File: src/rtl/bseq_pkg.sv
package bseq_pkg;

  localparam int LANES      = 8;
  localparam int LINE_BYTES = 32;
  localparam int LINE_LSB   = $clog2(LINE_BYTES);
  localparam int BEAT_W     = $clog2(LINE_BYTES / 4) + 1;

  typedef struct packed {
    logic              legal;
    logic [BEAT_W-1:0] beats;
    logic [LANES-1:0]  be;
  } xfer_dec_t;

  // contiguous run of 'size' lanes starting at 'lane'
  function automatic logic [LANES-1:0] lane_mask(logic [3:0] size, logic [2:0] lane);
    logic [15:0] m;
    m = (16'd1 << size) - 16'd1;
    m = m << lane;
    return m[LANES-1:0];
  endfunction

  // legality, beat count and first-beat enables of one request
  function automatic xfer_dec_t decode(logic wide, logic burst, logic [3:0] size, logic [2:0] low);
    xfer_dec_t d;
    logic [4:0] end_w;
    logic [4:0] end_n;
    end_w = {2'b00, low} + {1'b0, size};
    end_n = {3'b000, low[1:0]} + {1'b0, size};
    d = '0;
    if (burst) begin
      d.legal = 1'b1;
      d.beats = wide ? BEAT_W'(LINE_BYTES / 8) : BEAT_W'(LINE_BYTES / 4);
      d.be    = wide ? 8'hFF : 8'h0F;
    end else if (wide) begin
      d.legal = (size != 4'd0) && (size <= 4'd8) && (end_w <= 5'd8);
      d.beats = BEAT_W'(1);
      d.be    = lane_mask(size, low);
    end else if (size == 4'd8) begin
      d.legal = (low == 3'd0);
      d.beats = BEAT_W'(2);
      d.be    = 8'h0F;
    end else begin
      d.legal = (size != 4'd0) && (size <= 4'd4) && (end_n <= 5'd4);
      d.beats = BEAT_W'(1);
      d.be    = lane_mask(size, {1'b0, low[1:0]});
    end
    return d;
  endfunction

endpackage

File: src/rtl/bseq_addr_stage.sv
module bseq_addr_stage
  import bseq_pkg::*;
#(
  parameter int ADDR_W = 32
) (
  input  logic              clk,
  input  logic              rst_n,
  input  logic              wide_i,
  input  logic              req_valid_i,
  output logic              req_ready_o,
  input  logic [ADDR_W-1:0] req_addr_i,
  input  logic [3:0]        req_size_i,
  input  logic              req_burst_i,
  input  logic              req_write_i,
  output logic              req_err_o,
  output logic              abus_valid_o,
  input  logic              abus_ack_i,
  output logic [ADDR_W-1:0] abus_addr_o,
  output logic [3:0]        abus_size_o,
  output logic              abus_burst_o,
  output logic              abus_write_o,
  input  logic              d_free_i,
  output logic              hand_o,
  output xfer_dec_t         hand_dec_o
);

  typedef enum logic [1:0] {A_IDLE, A_ISSUE, A_HELD} a_state_e;

  a_state_e          st;
  logic [ADDR_W-1:0] addr_q;
  logic [3:0]        size_q;
  logic              burst_q;
  logic              write_q;
  xfer_dec_t         dec_q;
  logic              err_q;

  // named events for the checks below
  xfer_dec_t req_dec;
  logic      req_fire;
  logic      tenure_done;

  assign req_dec     = decode(wide_i, req_burst_i, req_size_i, req_addr_i[2:0]);
  assign req_ready_o = (st == A_IDLE);
  assign req_fire    = req_valid_i && req_ready_o;
  assign tenure_done = (st == A_ISSUE) && abus_ack_i;
  assign hand_o      = (tenure_done || (st == A_HELD)) && d_free_i;

  always_ff @(posedge clk) begin
    if (!rst_n) begin
      st      <= A_IDLE;
      err_q   <= 1'b0;
      addr_q  <= '0;
      size_q  <= '0;
      burst_q <= 1'b0;
      write_q <= 1'b0;
      dec_q   <= '0;
    end else begin
      err_q <= req_fire && !req_dec.legal;
      case (st)
        A_IDLE: if (req_fire && req_dec.legal) begin
          st      <= A_ISSUE;
          addr_q  <= req_addr_i;
          size_q  <= req_size_i;
          burst_q <= req_burst_i;
          write_q <= req_write_i;
          dec_q   <= req_dec;
        end
        A_ISSUE: if (abus_ack_i) st <= d_free_i ? A_IDLE : A_HELD;
        A_HELD:  if (d_free_i) st <= A_IDLE;
        default: st <= A_IDLE;
      endcase
    end
  end

  assign req_err_o    = err_q;
  assign abus_valid_o = (st == A_ISSUE);
  assign abus_addr_o  = addr_q;
  assign abus_size_o  = size_q;
  assign abus_burst_o = burst_q;
  assign abus_write_o = write_q;
  assign hand_dec_o   = dec_q;


  abus_hold_chk: assert property (@(posedge clk) disable iff (!rst_n)
    (abus_valid_o && !abus_ack_i) |=>
      (abus_valid_o && $stable(abus_addr_o) && $stable(abus_size_o)
       && $stable(abus_burst_o) && $stable(abus_write_o)));


  err_no_tenure_chk: assert property (@(posedge clk) disable iff (!rst_n)
    req_err_o |-> (!abus_valid_o && $past(req_fire)));


  held_blocks_req_chk: assert property (@(posedge clk) disable iff (!rst_n)
    (tenure_done && !d_free_i) |=> !req_ready_o);

endmodule

File: src/rtl/bseq_data_stage.sv
module bseq_data_stage
  import bseq_pkg::*;
#(
  parameter int ADDR_W = 32
) (
  input  logic              clk,
  input  logic              rst_n,
  input  logic              wide_i,
  input  logic              load_i,
  input  logic [ADDR_W-1:0] load_addr_i,
  input  logic              load_burst_i,
  input  logic              load_write_i,
  input  xfer_dec_t         load_dec_i,
  output logic              d_free_o,
  output logic              dbeat_valid_o,
  input  logic              dbeat_ready_i,
  output logic [ADDR_W-1:0] dbeat_addr_o,
  output logic [LANES-1:0]  dbeat_be_o,
  output logic              dbeat_last_o,
  output logic              dbeat_write_o
);

  // address of beat 'idx' from the transaction base
  function automatic logic [ADDR_W-1:0] beat_addr(logic [ADDR_W-1:0] base,
                                                  logic [BEAT_W-1:0] idx, logic wide);
    return base + (ADDR_W'(idx) << (wide ? 3 : 2));
  endfunction

  logic              busy;
  logic [ADDR_W-1:0] base_q;
  logic [BEAT_W-1:0] idx_q;
  logic [BEAT_W-1:0] nbeats_q;
  logic [LANES-1:0]  be_q;
  logic              write_q;

  logic [ADDR_W-1:0] load_base;
  logic              beat_fire;
  logic              xfer_end;

  assign load_base = load_burst_i ? {load_addr_i[ADDR_W-1:LINE_LSB], LINE_LSB'(0)} : load_addr_i;
  assign beat_fire = busy && dbeat_ready_i;
  assign xfer_end  = beat_fire && dbeat_last_o;
  assign d_free_o  = !busy || xfer_end;

  always_ff @(posedge clk) begin
    if (!rst_n) begin
      busy     <= 1'b0;
      base_q   <= '0;
      idx_q    <= '0;
      nbeats_q <= '0;
      be_q     <= '0;
      write_q  <= 1'b0;
    end else if (load_i) begin
      busy     <= 1'b1;
      base_q   <= load_base;
      idx_q    <= '0;
      nbeats_q <= load_dec_i.beats;
      be_q     <= load_dec_i.be;
      write_q  <= load_write_i;
    end else if (beat_fire) begin
      if (dbeat_last_o) busy <= 1'b0;
      else              idx_q <= idx_q + 1'b1;
    end
  end

  assign dbeat_valid_o = busy;
  assign dbeat_addr_o  = beat_addr(base_q, idx_q, wide_i);
  assign dbeat_be_o    = be_q;
  assign dbeat_last_o  = busy && (idx_q == nbeats_q - 1'b1);
  assign dbeat_write_o = write_q;


  stall_hold_chk: assert property (@(posedge clk) disable iff (!rst_n)
    (dbeat_valid_o && !dbeat_ready_i) |=>
      (dbeat_valid_o && $stable(dbeat_addr_o) && $stable(dbeat_be_o) && $stable(dbeat_last_o)));


  beat_continue_chk: assert property (@(posedge clk) disable iff (!rst_n)
    (beat_fire && !dbeat_last_o) |=> dbeat_valid_o);


  be_nonzero_chk: assert property (@(posedge clk) disable iff (!rst_n)
    dbeat_valid_o |-> (dbeat_be_o != '0));


  narrow_lane_chk: assert property (@(posedge clk) disable iff (!rst_n)
    (!wide_i && dbeat_valid_o) |-> (dbeat_be_o[7:4] == 4'h0));


  no_load_while_busy_chk: assert property (@(posedge clk) disable iff (!rst_n)
    load_i |-> (!busy || xfer_end));

endmodule

File: src/rtl/bseq_top.sv
module bseq_top
  import bseq_pkg::*;
#(
  parameter int ADDR_W = 32
) (
  input  logic              clk,
  input  logic              rst_n,
  input  logic              wide_mode_i,
  input  logic              req_valid_i,
  output logic              req_ready_o,
  input  logic [ADDR_W-1:0] req_addr_i,
  input  logic [3:0]        req_size_i,
  input  logic              req_burst_i,
  input  logic              req_write_i,
  output logic              req_err_o,
  output logic              abus_valid_o,
  input  logic              abus_ack_i,
  output logic [ADDR_W-1:0] abus_addr_o,
  output logic [3:0]        abus_size_o,
  output logic              abus_burst_o,
  output logic              abus_write_o,
  output logic              dbeat_valid_o,
  input  logic              dbeat_ready_i,
  output logic [ADDR_W-1:0] dbeat_addr_o,
  output logic [7:0]        dbeat_be_o,
  output logic              dbeat_last_o,
  output logic              dbeat_write_o
);

  logic      wide_q;
  logic      d_free;
  logic      hand;
  xfer_dec_t hand_dec;

  // width mode is captured only while reset is held
  always_ff @(posedge clk) begin
    if (!rst_n) wide_q <= wide_mode_i;
  end

  bseq_addr_stage #(.ADDR_W(ADDR_W)) addr_stage_i (
    .clk          (clk),
    .rst_n        (rst_n),
    .wide_i       (wide_q),
    .req_valid_i  (req_valid_i),
    .req_ready_o  (req_ready_o),
    .req_addr_i   (req_addr_i),
    .req_size_i   (req_size_i),
    .req_burst_i  (req_burst_i),
    .req_write_i  (req_write_i),
    .req_err_o    (req_err_o),
    .abus_valid_o (abus_valid_o),
    .abus_ack_i   (abus_ack_i),
    .abus_addr_o  (abus_addr_o),
    .abus_size_o  (abus_size_o),
    .abus_burst_o (abus_burst_o),
    .abus_write_o (abus_write_o),
    .d_free_i     (d_free),
    .hand_o       (hand),
    .hand_dec_o   (hand_dec)
  );

  bseq_data_stage #(.ADDR_W(ADDR_W)) data_stage_i (
    .clk           (clk),
    .rst_n         (rst_n),
    .wide_i        (wide_q),
    .load_i        (hand),
    .load_addr_i   (abus_addr_o),
    .load_burst_i  (abus_burst_o),
    .load_write_i  (abus_write_o),
    .load_dec_i    (hand_dec),
    .d_free_o      (d_free),
    .dbeat_valid_o (dbeat_valid_o),
    .dbeat_ready_i (dbeat_ready_i),
    .dbeat_addr_o  (dbeat_addr_o),
    .dbeat_be_o    (dbeat_be_o),
    .dbeat_last_o  (dbeat_last_o),
    .dbeat_write_o (dbeat_write_o)
  );

  // transactions past address acknowledge and not yet through their last beat
  logic       tenure_done;
  logic       xfer_done;
  logic [1:0] in_flight;

  assign tenure_done = abus_valid_o && abus_ack_i;
  assign xfer_done   = dbeat_valid_o && dbeat_ready_i && dbeat_last_o;

  always_ff @(posedge clk) begin
    if (!rst_n) in_flight <= '0;
    else        in_flight <= in_flight + {1'b0, tenure_done} - {1'b0, xfer_done};
  end


  depth_chk: assert property (@(posedge clk) disable iff (!rst_n)
    in_flight <= 2'd2);


  mode_hold_chk: assert property (@(posedge clk) disable iff (!rst_n)
    $stable(wide_q));


  reset_quiet_chk: assert property (@(posedge clk)
    $fell(rst_n) |=> (!abus_valid_o && !dbeat_valid_o && req_ready_o));

endmodule

File: config.mk
export PLATFORM = sky130hd
export DESIGN_NAME = bseq_top
export DESIGN_NICKNAME = d
export VERILOG_FILES = /design/src/rtl/bseq_pkg.sv /design/src/rtl/bseq_addr_stage.sv /design/src/rtl/bseq_data_stage.sv /design/src/rtl/bseq_top.sv
export SDC_FILE = /design/constraint.sdc
export NUM_CORES = 1
export LEC_CHECK = 0
export BUFFER_PORTS_ARGS = -buffer_cell sky130_fd_sc_hd__buf_2
export CORE_AREA = 2 2 135 104
export DETAILED_ROUTE_END_ITERATION = 7
export DIE_AREA = 0 0 137 106
export PLACE_DENSITY = 0.72
export SETUP_SLACK_MARGIN = 0.15
export SLEW_MARGIN = 10
export SYNTH_ARGS = -nofsm -noshare
export SYNTH_HDL_FRONTEND = slang
export SYNTH_HIERARCHICAL = 1
export SYNTH_SLANG_ARGS = --single-unit
File: constraint.sdc
create_clock -name clk -period 7.7 [get_ports clk]
set_clock_uncertainty 0.15 [all_clocks]
set_input_delay 0.385 -clock clk [delete_from_list [all_inputs] [get_ports clk]]
set_output_delay 0.385 -clock clk [all_outputs]
set_load 0.005 [all_outputs]
==> summary.md <==
| Metric | Value |
|---|---|
| Fmax | `247 MHz` |
| H-tree levels | `3` |
| Final core occ | `47.8%` |
| Synthesized area | `5390 um2` |
| Crit-path cells | `mux2i_1 -> inv_1 -> ha_1 -> a211oi_1 -> o21bai_1 -> a21oi_1 -> nor4b_1 -> xor2_1 -> buf_2` |
| Max-slew headroom | `21.2%` |
| FF+latch area | `2090 um2` |
| FP Rows | `37` |
| I/O Buffers | `127` |
| Met2 Usage GRT | `25.1%` |
| Max_cap viols | `0` |
| Final setup viols | `0` |
| Largest net degree at the start of global routing | `118` |
| DP Worst Slack | `4050 ps` |
| Layout cells sized above 1 | `22.1%` |
| Status | `finished, final reports clean` |
| Post_cts resized | `0` |
| Worst setup SP type | `flip-flop` |
| Worst Tran Pin Value | `1180 ps` |
| Highest ir drop seen on vdd | `0.000117 V` |
| Final Max Tran Viols | `0` |
| RSZ-0062 raised after global routing | `no` |
| DRT antenna net count | `0` |
| Setup TNS | `0 ps` |
| Syn_area_per_cell | `8.67 um2` |
| Tmin final | `4050 ps` |
| Vias | `4591` |
| Setup WS post-layout | `3650 ps` |
| Commonest non-fill, non-tap cell in the layout | `buf_2` |
| Hold crit path type | `in -> reg` |
| CTS tree | `done` |
| Die Wd | `137 um` |
| DR iter-0 viols | `470` |
| Gpl congestion | `0.857` |
| Die area | `14500 um2` |
| CTS Buf Count | `9` |
| TritonRoute pass-1 iters | `7` |
| Fillers | `1266` |
| Syn Inst Count | `621` |
| Crit path capture type | `primary output` |
| GR Overflow Total | `0` |
| Critical Path RT | `7160 ps` |
| Post-CTS Setup Inserts | `0` |
| Clk root buf | `clkbuf_16` |
| Most frequent cells in the layout | `buf_2 (127), dfxtp_1 (103), nand2_1 (56), o21ai_0 (50)` |
| DP HPWL | `9100 um` |
| Area occupied by multi-input gates | `3010 um2` |
| Initial antenna violation count | `1` |
| Fin. Hold Viols | `0` |
| Kind of critical path | `reg -> out` |
| Average vias per placed instance | `5.10` |
| CP max stage cell | `a21oi_1` |
| Syn_nets | `679` |
| Hold buffer count at CTS | `0` |
| Core Region | `13300 um2` |
| Clock Sinks | `104` |
| Die height | `106 um` |
| Area grow syn2layout | `18.2%` |
| # nets final | `778` |
| WL/cell | `14.3 um` |
| GRT Util Overall | `17.5%` |
| Hold WS | `65.2 ps` |
| Worst skew pair latency | `340 ps` |
| Vias in the first global route | `3979` |
| PwrDens | `184 nW/um2` |
| Grt peak-use layer | `met1` |
| Clock-pin transition on the worst setup and hold timing paths | `70 ps` |
| Met3 usage | `4.39%` |
| DRC | `0` |
| Longest Clk Path Bufs | `2` |
| I/O pins | `128` |
| Crit path DAT | `3510 ps` |
| Yosys warnings | `6` |
| CP peak stage delay | `920 ps` |
| Final WL | `12900 um` |
| Static leakage | `2.67 nW` |
| Initial Util | `40.4%` |
| Routing usage on met1 | `25.7%` |
| Tcrit/Tclk final | `52.6%` |
| Crit-path max FO | `13` |
| First-pass GRT wire length | `20400 um` |
metrics by stage:
stage / power [mW] / area [um2] / cells
2_1_floorplan: 0.687 / 5390 / 621
3_3_place_gp: 0.734 / 6070 / 884
3_5_place_dp: 0.735 / 6070 / 884
4_1_cts: 1.19 / 6360 / 900
5_1_grt: 1.23 / 6370 / 901
6_report: 1.17 / 6370 / 901
flip-flops by register name, summed over array words and instances (netlist names):
name	cells
data_stage_i/dbeat_valid_o	1
addr_stage_i/abus_addr_o	32
addr_stage_i/abus_size_o	4
data_stage_i/idx_q	4
wide_q	1
data_stage_i/nbeats_q	4
addr_stage_i/hand_dec_o	12
addr_stage_i/st	2
data_stage_i/dbeat_be_o	8
addr_stage_i/abus_write_o	1
addr_stage_i/abus_burst_o	1
data_stage_i/base_q	32
addr_stage_i/req_err_o	1
data_stage_i/dbeat_write_o	1
final cells by class:
type | count | area share (%)
inverter | 22 | 1.30
clock buffer | 9 | 3.54
sequential | 104 | 32.9
timing repair buffer | 130 | 10.3
tap | 175 | 3.44
antenna | 1 | 0.0393
clock inverter | 7 | 1.16
multi-input combinational | 453 | 47.3
report_power, final:
group	switching (mW)	internal (mW)	total, mW
sequential	0.0188	0.561	0.580
clock	0.220	0.230	0.450
combinational	0.0823	0.0609	0.143
total	0.321	0.852	1.17
path summary, 6_finish.rpt:
path	cells past startpoint	slack, ps	end	startpoint
max	9	3650	dbeat_addr_o[29]	wide_q
min	1	70	wide_q	wide_mode_i
max reg2reg	13	4190	data_stage_i/base_q[1]	data_stage_i/nbeats_q[0]
min reg2reg	2	310	addr_stage_i/hand_dec_o[11]	addr_stage_i/hand_dec_o[11]
routing by layer:
layer  vias up  wire length, um
li1       2379                -
met1      2106             6470
met2        89             5700
met3        17              541
met4         0              198
met5         -                0
worst max-delay path, delay by kind of cell, from the launching register on:
family / cells / cell delay, ps
compound gates: 3 / 1250
flops: 1 / 650
mux: 1 / 350
fa+ha+maj: 1 / 290
buf+inv: 2 / 230
xor+xnor: 1 / 200
simple gates: 1 / 180
(Power assumes the default switching activity.)
